[src/rtl/spi_bufctl_pkg.sv]
package spi_bufctl_pkg;
    typedef enum logic [1:0] {
        ST_OFF = 2'd0,
        ST_STD = 2'd1,
        ST_ENH = 2'd2
    } buf_mode_e;
endpackage

[src/rtl/spi_buf_fifo.sv]
// Circular word store; usable capacity chosen at run time (1 or DEPTH).
// DEPTH must be a power of two so pointers wrap naturally.
module spi_buf_fifo #(
    parameter int W     = 16,
    parameter int DEPTH = 8,
    localparam int AW   = $clog2(DEPTH),
    localparam int CW   = AW + 1
) (
    input  logic          clk,
    input  logic          rst_n,
    input  logic          flush,
    input  logic [CW-1:0] cap,
    input  logic          push,
    input  logic [W-1:0]  push_data,
    input  logic          pop,
    output logic [W-1:0]  head,
    output logic          not_empty,
    output logic          full
);
    logic [W-1:0]  mem [DEPTH];
    logic [AW-1:0] wr_ptr, rd_ptr;
    logic [CW-1:0] count;
    logic          push_ok, pop_ok;

    assign not_empty = (count != '0);
    assign full      = (count == cap);
    assign pop_ok    = pop && not_empty;
    assign push_ok   = push && (!full || pop_ok);
    assign head      = mem[rd_ptr];

    always_ff @(posedge clk) begin
        if (push_ok) mem[wr_ptr] <= push_data;
    end

    always_ff @(posedge clk or negedge rst_n) begin
        if (!rst_n) begin
            wr_ptr <= '0;
            rd_ptr <= '0;
            count  <= '0;
        end else if (flush) begin
            wr_ptr <= '0;
            rd_ptr <= '0;
            count  <= '0;
        end else begin
            if (push_ok) wr_ptr <= wr_ptr + AW'(1);
            if (pop_ok)  rd_ptr <= rd_ptr + AW'(1);
            unique case ({push_ok, pop_ok})
                2'b10:   count <= count + CW'(1);
                2'b01:   count <= count - CW'(1);
                default: count <= count;
            endcase
        end
    end
endmodule

[src/rtl/spi_buf_ctrl.sv]
// Mode state machine: tracks enable/mode, flushes on every state change.
module spi_buf_ctrl
    import spi_bufctl_pkg::*;
#(
    parameter int DEPTH = 8,
    localparam int CW   = $clog2(DEPTH) + 1
) (
    input  logic          clk,
    input  logic          rst_n,
    input  logic          en,
    input  logic          enh_mode,
    output logic          flush,
    output logic          active,
    output logic [CW-1:0] cap
);
    buf_mode_e state_q, target;

    assign target = !en ? ST_OFF : (enh_mode ? ST_ENH : ST_STD);

    always_ff @(posedge clk or negedge rst_n) begin
        if (!rst_n) state_q <= ST_OFF;
        else        state_q <= target;
    end

    always_comb begin
        flush  = (target != state_q);
        active = 1'b0;
        cap    = CW'(1);
        unique case (state_q)
            ST_OFF: begin
                active = 1'b0;
                cap    = CW'(1);
            end
            ST_STD: begin
                active = !flush;
                cap    = CW'(1);
            end
            ST_ENH: begin
                active = !flush;
                cap    = CW'(DEPTH);
            end
            default: begin
                active = 1'b0;
                cap    = CW'(1);
            end
        endcase
    end
endmodule

[src/rtl/spi_bufctl.sv]
module spi_bufctl #(
    parameter int DATA_W = 16,
    parameter int DEPTH  = 8
) (
    input  logic              clk,
    input  logic              rst_n,
    input  logic              en,
    input  logic              enh_mode,
    input  logic              cpu_wr,
    input  logic [DATA_W-1:0] cpu_wdata,
    input  logic              cpu_rd,
    output logic [DATA_W-1:0] cpu_rdata,
    input  logic              clr_wcol,
    input  logic              clr_rovf,
    output logic              tx_full,
    output logic              rx_full,
    output logic              wcol,
    output logic              rovf,
    output logic              tx_avail,
    input  logic              sh_load,
    output logic [DATA_W-1:0] tx_word,
    input  logic              sh_rx_vld,
    input  logic [DATA_W-1:0] sh_rx_word
);
    localparam int CW = $clog2(DEPTH) + 1;

    logic          flush, active;
    logic [CW-1:0] cap;
    logic          tx_push, tx_pop, rx_push, rx_pop, rx_avail;

    spi_buf_ctrl #(.DEPTH(DEPTH)) u_ctrl (
        .clk(clk), .rst_n(rst_n), .en(en), .enh_mode(enh_mode),
        .flush(flush), .active(active), .cap(cap)
    );

    assign tx_push = active && cpu_wr;
    assign tx_pop  = active && sh_load;
    assign rx_push = active && sh_rx_vld;
    assign rx_pop  = active && cpu_rd;

    spi_buf_fifo #(.W(DATA_W), .DEPTH(DEPTH)) u_txq (
        .clk(clk), .rst_n(rst_n), .flush(flush), .cap(cap),
        .push(tx_push), .push_data(cpu_wdata), .pop(tx_pop),
        .head(tx_word), .not_empty(tx_avail), .full(tx_full)
    );

    spi_buf_fifo #(.W(DATA_W), .DEPTH(DEPTH)) u_rxq (
        .clk(clk), .rst_n(rst_n), .flush(flush), .cap(cap),
        .push(rx_push), .push_data(sh_rx_word), .pop(rx_pop),
        .head(cpu_rdata), .not_empty(rx_avail), .full(rx_full)
    );

    // Sticky error flags; a new error wins over a clear in the same cycle.
    always_ff @(posedge clk or negedge rst_n) begin
        if (!rst_n) begin
            wcol <= 1'b0;
            rovf <= 1'b0;
        end else begin
            if (tx_push && tx_full && !(tx_pop && tx_avail)) wcol <= 1'b1;
            else if (clr_wcol)                               wcol <= 1'b0;
            if (rx_push && rx_full && !(rx_pop && rx_avail)) rovf <= 1'b1;
            else if (clr_rovf)                               rovf <= 1'b0;
        end
    end
endmodule

[config.mk]
export PLATFORM = sky130hd
export DESIGN_NAME = spi_bufctl
export DESIGN_NICKNAME = d
export VERILOG_FILES = /design/src/rtl/spi_bufctl_pkg.sv /design/src/rtl/spi_buf_fifo.sv /design/src/rtl/spi_buf_ctrl.sv /design/src/rtl/spi_bufctl.sv
export SDC_FILE = /design/constraint.sdc
export NUM_CORES = 1
export LEC_CHECK = 0
export ABC_AREA = 1
export ABC_CLOCK_PERIOD_IN_PS = 7200
export BUFFER_PORTS_ARGS = -buffer_cell sky130_fd_sc_hd__buf_2
export CORE_MARGIN = 2
export CORE_UTILIZATION = 25
export DETAILED_ROUTE_END_ITERATION = 7
export GPL_TIMING_DRIVEN = 0
export PLACE_DENSITY = 0.45
export SLEW_MARGIN = 30
export SYNTH_ARGS = -nofsm -noshare
export SYNTH_HDL_FRONTEND = slang
export SYNTH_SLANG_ARGS = --single-unit
[constraint.sdc]
create_clock -name clk -period 7.2 [get_ports clk]
set_input_delay 0.36 -clock clk [delete_from_list [all_inputs] [get_ports clk]]
set_output_delay 0.36 -clock clk [all_outputs]
set_load 0.02 [all_outputs]
==> impl_metrics.py, run 1 <==
metrics = {
    "hold_path": {
        "hp-start": "clr_wcol",
        "hp-class": "in2reg",
        "worst_hold_path.endpoint": "wcol",
        "min_path_cells": 2,
    },
    "logic_synthesis": {
        "synth_area_leaders": "edfxtp_1 67%, nor2_1 7.2%, nand2_1 5.4%",
        "yosysSeqAreaShare_pct": 72.34,
        "async_flop_share_pct": 8.571,
        "syn-num-nets": 995,
        "synth_top_cells_by_count": "256 x edfxtp_1, 219 x nor2_1, 165 x nand2_1",
        "yosysWarnings": 0,
        "synth.most_common_cell": "edfxtp_1",
        "yosys.area.top_type": "edfxtp_1",
        "syn_avg_cell_area_um2": 12.16,
        "ys.flop_type": "edfxtp_1",
        "synth_top_area_share_pct": 67.10,
        "synth_cell_types": 30,
        "synth_edf_count": 256,
        "syn_inst": 942,
        "syn-cell-area_um2": 11460,
        "ys_seq_elements": 280,
    },
    "cells_and_area": {
        "num-nets-final": 1115,
        "fin_cells": 1688,
        "nFillCells": 4664,
        "syn2layout_area_growth_pct": 21.23,
        "drive_gt1_share_pct": 16.38,
    },
    "clock_tree": {
        "clk_pin_slew_worst_paths_ns": 0.06,
        "postCtsHoldBufs": 2,
        "numCtsBuffers": 34,
        "ctsHtreeMaxLevel": 2,
        "clk_latency_ns": 0.53,
        "cts.sinks": 280,
        "post_cts_resized": 0,
        "cts_tree": "done",
        "cts_buffer_depth": 3,
        "cts_root_buffer": "clkbuf_16",
        "cts_setup_buffers": 0,
    },
    "floorplanning": {
        "num_rows": 78,
        "fp.dieW_um": 218.1,
        "io_pins": 79,
        "core_area_um2": 45280,
        "design.die.area_um2": 47560,
        "die_h_um": 218.1,
        "initial_core_util_pct": 25.30,
    },
    "power": {
        "powerDensity_nw_per_um2": 264.0,
        "ir_drop_mv": 0.2167,
        "p_total_mw": 3.667,
        "p_leak_nw": 5.040,
    },
    "sta": {
        "finalSetupTns_ns": 0,
        "finalCriticalPeriod_ns": 3.018,
        "slew_headroom_pct": 53.88,
        "setup_violations": 0,
        "whs_ns": 0.02873,
        "post-route-period-util_pct": 41.92,
        "hold_violations": 0,
        "rsz0062_at_grt": "false",
        "maxSlewViolCount": 0,
        "fmax_mhz": 331.3,
        "tightest_slew_ns": 0.6918,
        "clock_skew_ns": 0.01600,
    },
    "route": {
        "remaining_drc_errors": 0,
        "via_per_inst": 4.491,
        "ant_nets": 0,
        "drt-initial-drc-count": 446,
        "wirelength_mm": 30.47,
        "vias": 7581,
        "wire_per_inst_um": 18.05,
        "dr.pass1.iters": 5,
    },
    "run_status": {
        "status": "finished, final reports clean",
    },
    "worst_setup_path": {
        "end_kind": "output pin",
        "reg2reg_slack_ns": 4.62,
        "worst_path_most_repeated_cell": "nand2_1",
        "required_ns": 6.84,
        "critPathArrivalTime_ns": 2.66,
        "r2r_start": "u_ctrl.state_q[0]",
        "cp_slowest_cell": "buf_1",
        "reg2reg_depth": 9,
        "startpoint_type": "register",
        "worstSetupPathType": "reg2out",
        "crit_family": "buffers and inverters",
        "path_buf_inv": 3,
        "r2r-end": "u_txq.mem[4][9]",
        "cpPeakStageDelay_ns": 0.54,
        "worstPathCellList": "clkbuf_1 -> buf_1 -> o21ai_0 -> o32ai_1 -> nand2_1 -> nand2_1 -> buf_2",
        "worst-path-max-fanout": 10,
    },
    "grt": {
        "overflow": 0,
        "grt_pass1_vias": 7810,
        "grt_use_total_pct": 13.02,
        "grt_max_degree": 25,
        "grt_first_pass_wirelength_mm": 46.37,
        "antenna_found_initial": 3,
    },
    "place": {
        "port_buffers": 78,
        "placedCellCount": 1624,
        "gp_congestion": 0.7554,
        "dp_hpwl_mm": 19.03,
    },
    "job": {
        "cap_violations": 0,
    },
}
## metrics by stage
step                setup slack [ns]  util (%)  area (µm²)
floorplan                      4.806         -       11460
global placement               3.698     27.82       12600
detailed placement             4.581     28.33       12830
CTS                            4.171     30.67       13890
global route                   3.996     30.67       13890
finish                         4.182     30.67       13890
## registers in the layout (all words and copies together), names as in the netlist
name	count
rovf	1
u_txq.mem	128
u_txq.wr_ptr	3
wcol	1
u_txq.count	4
u_rxq.rd_ptr	3
u_txq.rd_ptr	3
u_rxq.mem	128
u_rxq.wr_ptr	3
u_rxq.count	4
u_ctrl.state_q	2
## power by group
| part | leakage, nW | switching [mW] | total (mW) | internal [mW] |
|---|---|---|---|---|
| clock network | 0.502 | 0.669 | 1.61 | 0.937 |
| logic | 1.91 | 0.180 | 0.257 | 0.0769 |
| registers | 2.63 | 0.0129 | 1.80 | 1.79 |
## metal layers
metal / track usage (%) / part of all wire (%)
met5: 0 / 0.069
met4: 4.490 / 2.1
met3: 2.692 / 4.8
met2: 22.48 / 49
met1: 16.12 / 44
## worst register-to-register path: cells and delay by family, from the launching register on
| family | cells | cell delay [ns] |
|---|---|---|
| AND/OR/NAND/NOR | 4 | 1.10 |
| buffers and inverters | 3 | 0.29 |
| AO/OA/AOI/OAI | 1 | 0.15 |
| adder cells (fa/ha/maj) | 1 | 0.31 |
| flip-flops | 1 | 0.34 |
## worst max path at each step
stage	end	slack, ns	startpoint	depth (start not counted)
finish	cpu_rdata[7]	4.18	u_rxq.rd_ptr[1]	7
global route	cpu_rdata[7]	4.00	u_rxq.rd_ptr[1]	7
global placement	u_txq.mem[1][2]	3.70	u_ctrl.state_q[1]	8
floorplan	u_txq.mem[0][0]	4.81	u_ctrl.state_q[0]	9
CTS	cpu_rdata[6]	4.17	u_rxq.rd_ptr[0]	8
detailed placement	u_txq.mem[4][5]	4.58	u_ctrl.state_q[0]	9
## cell usage in the layout, fill, tap and decap left out, types with 5 or more instances in the layout
cell type	netlist	final
a21oi_1	7	7
buf_2	17	95
clkbuf_1	26	38
clkbuf_16	0	35
clkinv_1	3	8
dfrtp_1	24	24
edfxtp_1	256	256
ha_1	9	9
inv_1	24	24
inv_2	7	7
nand2_1	165	165
nand2_2	5	5
nand3_1	21	21
nor2_1	219	203
nor2_4	2	18
o21ai_0	64	64
o21ai_1	5	5
o32ai_1	64	64
## kinds of logic after synthesis
kind of cell,Yosys count,synth area share (%)
and+or+nand+nor,421,14.66
DFF,280,72.34
AOI/OAI and AO/OA,145,8.529
buffers and inverters,81,2.839
adders and majority gates,11,1.332
xor gates and xnor gates,4,0.3057
## layout make-up
type / count / area, µm² / area share (%)
flip-flops and latches: 280 / 8288 / 59.67
multi-input cells: 581 / 2964 / 21.34
clock buffers: 47 / 920.9 / 6.630
well taps: 600 / 750.7 / 5.405
repair buffers: 84 / 520.5 / 3.747
plain buffers: 47 / 197.7 / 1.423
inverters: 34 / 127.6 / 0.9188
clock inverters: 14 / 117.6 / 0.8468
diodes: 1 / 2.502 / 0.01802
Note: power is estimated with default switching activity, not from simulation.
==> run 2: changes to the inputs <==
ABC_CLOCK_PERIOD_IN_PS = 2600   (was 7200)
PLACE_DENSITY = 0.46   (was 0.45)
clock period = 2.6 ns   (was 7.2 ns; I/O delays follow)
==> run 2 against run 1 <==
  * Final area up 5.7%
  * Clock power increased to 3.0 times the previous value
  * Wire length increased by 2.2%
  * First-iteration DRC count grew 13%
  * Clock skew rose by 0.0019 ns
  * Combinational power rose to 3.0 times the previous value
  * Register-to-register slack got worse by 4.5 ns
  * Non-clock buffer count is 56 higher
  * Flip-flop and latch count unchanged
  * Die area unchanged
  * Core utilization rose by 1.8 points
  * Hold slack gained 0.013 ns
  * Critical path type unchanged
  * Largest cell class unchanged
==> impl_metrics.py, run 2 (same netlist as run 1, synthesis figures left out) <==
metrics = {
    "grt": {
        "grt_first_pass_wirelength_mm": 47.45,
        "grt_use_total_pct": 13.29,
        "overflow": 0,
        "antenna_found_initial": 0,
        "grt_pass1_vias": 7898,
        "grt_max_degree": 25,
    },
    "power": {
        "powerDensity_nw_per_um2": 721.3,
        "ir_drop_mv": 0.4179,
        "p_leak_nw": 5.428,
    },
    "cells_and_area": {
        "antennaDiodeCount": 0,
        "drive_gt1_share_pct": 19.32,
        "reg_top3": "u_rxq.mem (128), u_txq.mem (128)",
        "final_cell_mix": "256 x edfxtp_1, 203 x nor2_1, 165 x nand2_1",
        "nFillCells": 4565,
        "layout_commonest_cell": "edfxtp_1",
        "num-nets-final": 1171,
        "syn2layout_area_growth_pct": 28.15,
    },
    "sta": {
        "maxSlewViolCount": 0,
        "clock_skew_ns": 0.01793,
        "finalCriticalPeriod_ns": 2.451,
        "setup_violations": 0,
        "rsz0062_at_grt": "true",
        "fin_ws_ns": 0.1490,
        "tightest_slew_ns": 0.6687,
        "fmax_mhz": 408.0,
        "finalSetupTns_ns": 0,
        "hold_violations": 0,
        "post-route-period-util_pct": 94.27,
        "slew_headroom_pct": 55.42,
    },
    "floorplanning": {
        "io_pins": 79,
        "fp.dieW_um": 218.1,
        "design.die.area_um2": 47560,
        "core_area_um2": 45280,
        "initial_core_util_pct": 25.30,
        "die_h_um": 218.1,
        "num_rows": 78,
    },
    "worst_setup_path": {
        "worst_path_most_repeated_cell": "nand2_1",
        "cpPeakStageDelay_ns": 0.43,
        "reg2reg_slack_ns": 0.17,
        "worstSetupPathType": "reg2out",
        "worst-path-max-fanout": 10,
        "startpoint_type": "register",
        "critPathArrivalTime_ns": 2.32,
        "required_ns": 2.47,
        "end_kind": "output pin",
        "cp_slowest_cell": "dfrtp_1",
        "worstPathCellList": "clkbuf_4 -> inv_2 -> buf_6 -> nor2_1 -> o32ai_1 -> nand2_1 -> nand2_1 -> buf_2",
    },
    "clock_tree": {
        "cts_tree": "done",
        "cts_buffer_depth": 3,
        "clk_latency_ns": 0.53,
        "cts_root_buffer": "clkbuf_16",
        "numCtsBuffers": 34,
        "clk_pin_slew_worst_paths_ns": 0.06,
        "ctsHtreeMaxLevel": 2,
        "cts.sinks": 280,
    },
    "route": {
        "ant_nets": 0,
        "wire_per_inst_um": 17.92,
        "vias": 7764,
        "dr.pass1.iters": 5,
        "remaining_drc_errors": 0,
        "wirelength_mm": 31.16,
        "drt-initial-drc-count": 502,
        "via_per_inst": 4.465,
    },
    "place": {
        "gp_congestion": 0.7367,
        "pre_cts_ws_ns": -0.1271,
        "port_buffers": 78,
        "dp_hpwl_mm": 19.18,
    },
    "hold_path": {
        "hp-class": "in2reg",
    },
    "job": {
        "cap_violations": 0,
    },
    "run_status": {
        "status": "finished, final reports clean",
    },
}
## run 2: cell count changes in the layout (fill, tap and decap cells not counted), sizes merged
cell	before	now
dlygate4sd3	2	38
buf	103	119
bufinv	1	5
clkinv	14	10
diode	1	0
## run 2: per-layer routing
layer  track usage [%]  vias to the layer above  wire length, µm
li1                  -                     3722                -
met4             4.399                        0              670
met2             22.97                      161            15520
met5                 0                        -                0
met1             16.70                     3840            13600
met3             2.427                       41             1363
## run 2: worst paths after layout
path	startpoint	cells after the start	end
worst max-delay path	u_rxq.rd_ptr[0]	8	cpu_rdata[6]
worst min-delay path	cpu_wr	6	u_txq.count[3]
worst max register to register	u_ctrl.state_q[0]	9	u_txq.mem[6][5]
worst min register to register	rovf	2	rovf
max in group asynchronous	rst_n	2	u_txq.rd_ptr[1]
min in group asynchronous	rst_n	2	rovf
## run 2: metrics by stage
stage / total power, mW / utilization (%) / hold slack, ns / instance area (µm²) / cells
floorplan: 5.494 / - / -0.1656 / 11460 / 942
global placement: 5.790 / 27.82 / 0.1940 / 12600 / 1620
detailed placement: 5.805 / 28.19 / 0.1909 / 12770 / 1623
CTS: 10.72 / 31.88 / 0.01322 / 14440 / 1727
global route: 10.97 / 32.42 / 0.09631 / 14680 / 1739
finish: 10.59 / 32.42 / 0.04126 / 14680 / 1739
## run 2: power by group
group / internal (mW) / switching (mW) / total, mW / leakage, nW
clock: 2.98 / 1.84 / 4.82 / 0.543
sequential: 4.96 / 0.0362 / 5.00 / 2.63
combinational: 0.261 / 0.514 / 0.774 / 2.25
## run 2: what timing repair did
action                                  4_1_cts  5_1_grt
buffers inserted                              9       12
gates resized for setup                      13       30
endpoints found under the setup margin      112      155
pin swaps                                     5        8
hold buffers                                 38        0
endpoints found under the hold margin       284        0
## run 2: final cells by class
class                   count  area, µm²  area share, %
flip-flops and latches    280       8288          56.45
multi-input cells         581       2980          20.30
repair buffers            140       1170          7.968
clock buffers              43      915.9          6.238
well taps                 600      750.7          5.113
plain buffers              47      249.0          1.696
clock inverters            14      201.4          1.372
inverters                  34      127.6         0.8692
## run 2: critical path, delay by kind of cell, from the launching register on
family          cells  cell delay [ns]
buf+inv             4             0.77
simple gates        3             0.30
compound gates      1             0.27
flops               1             0.43
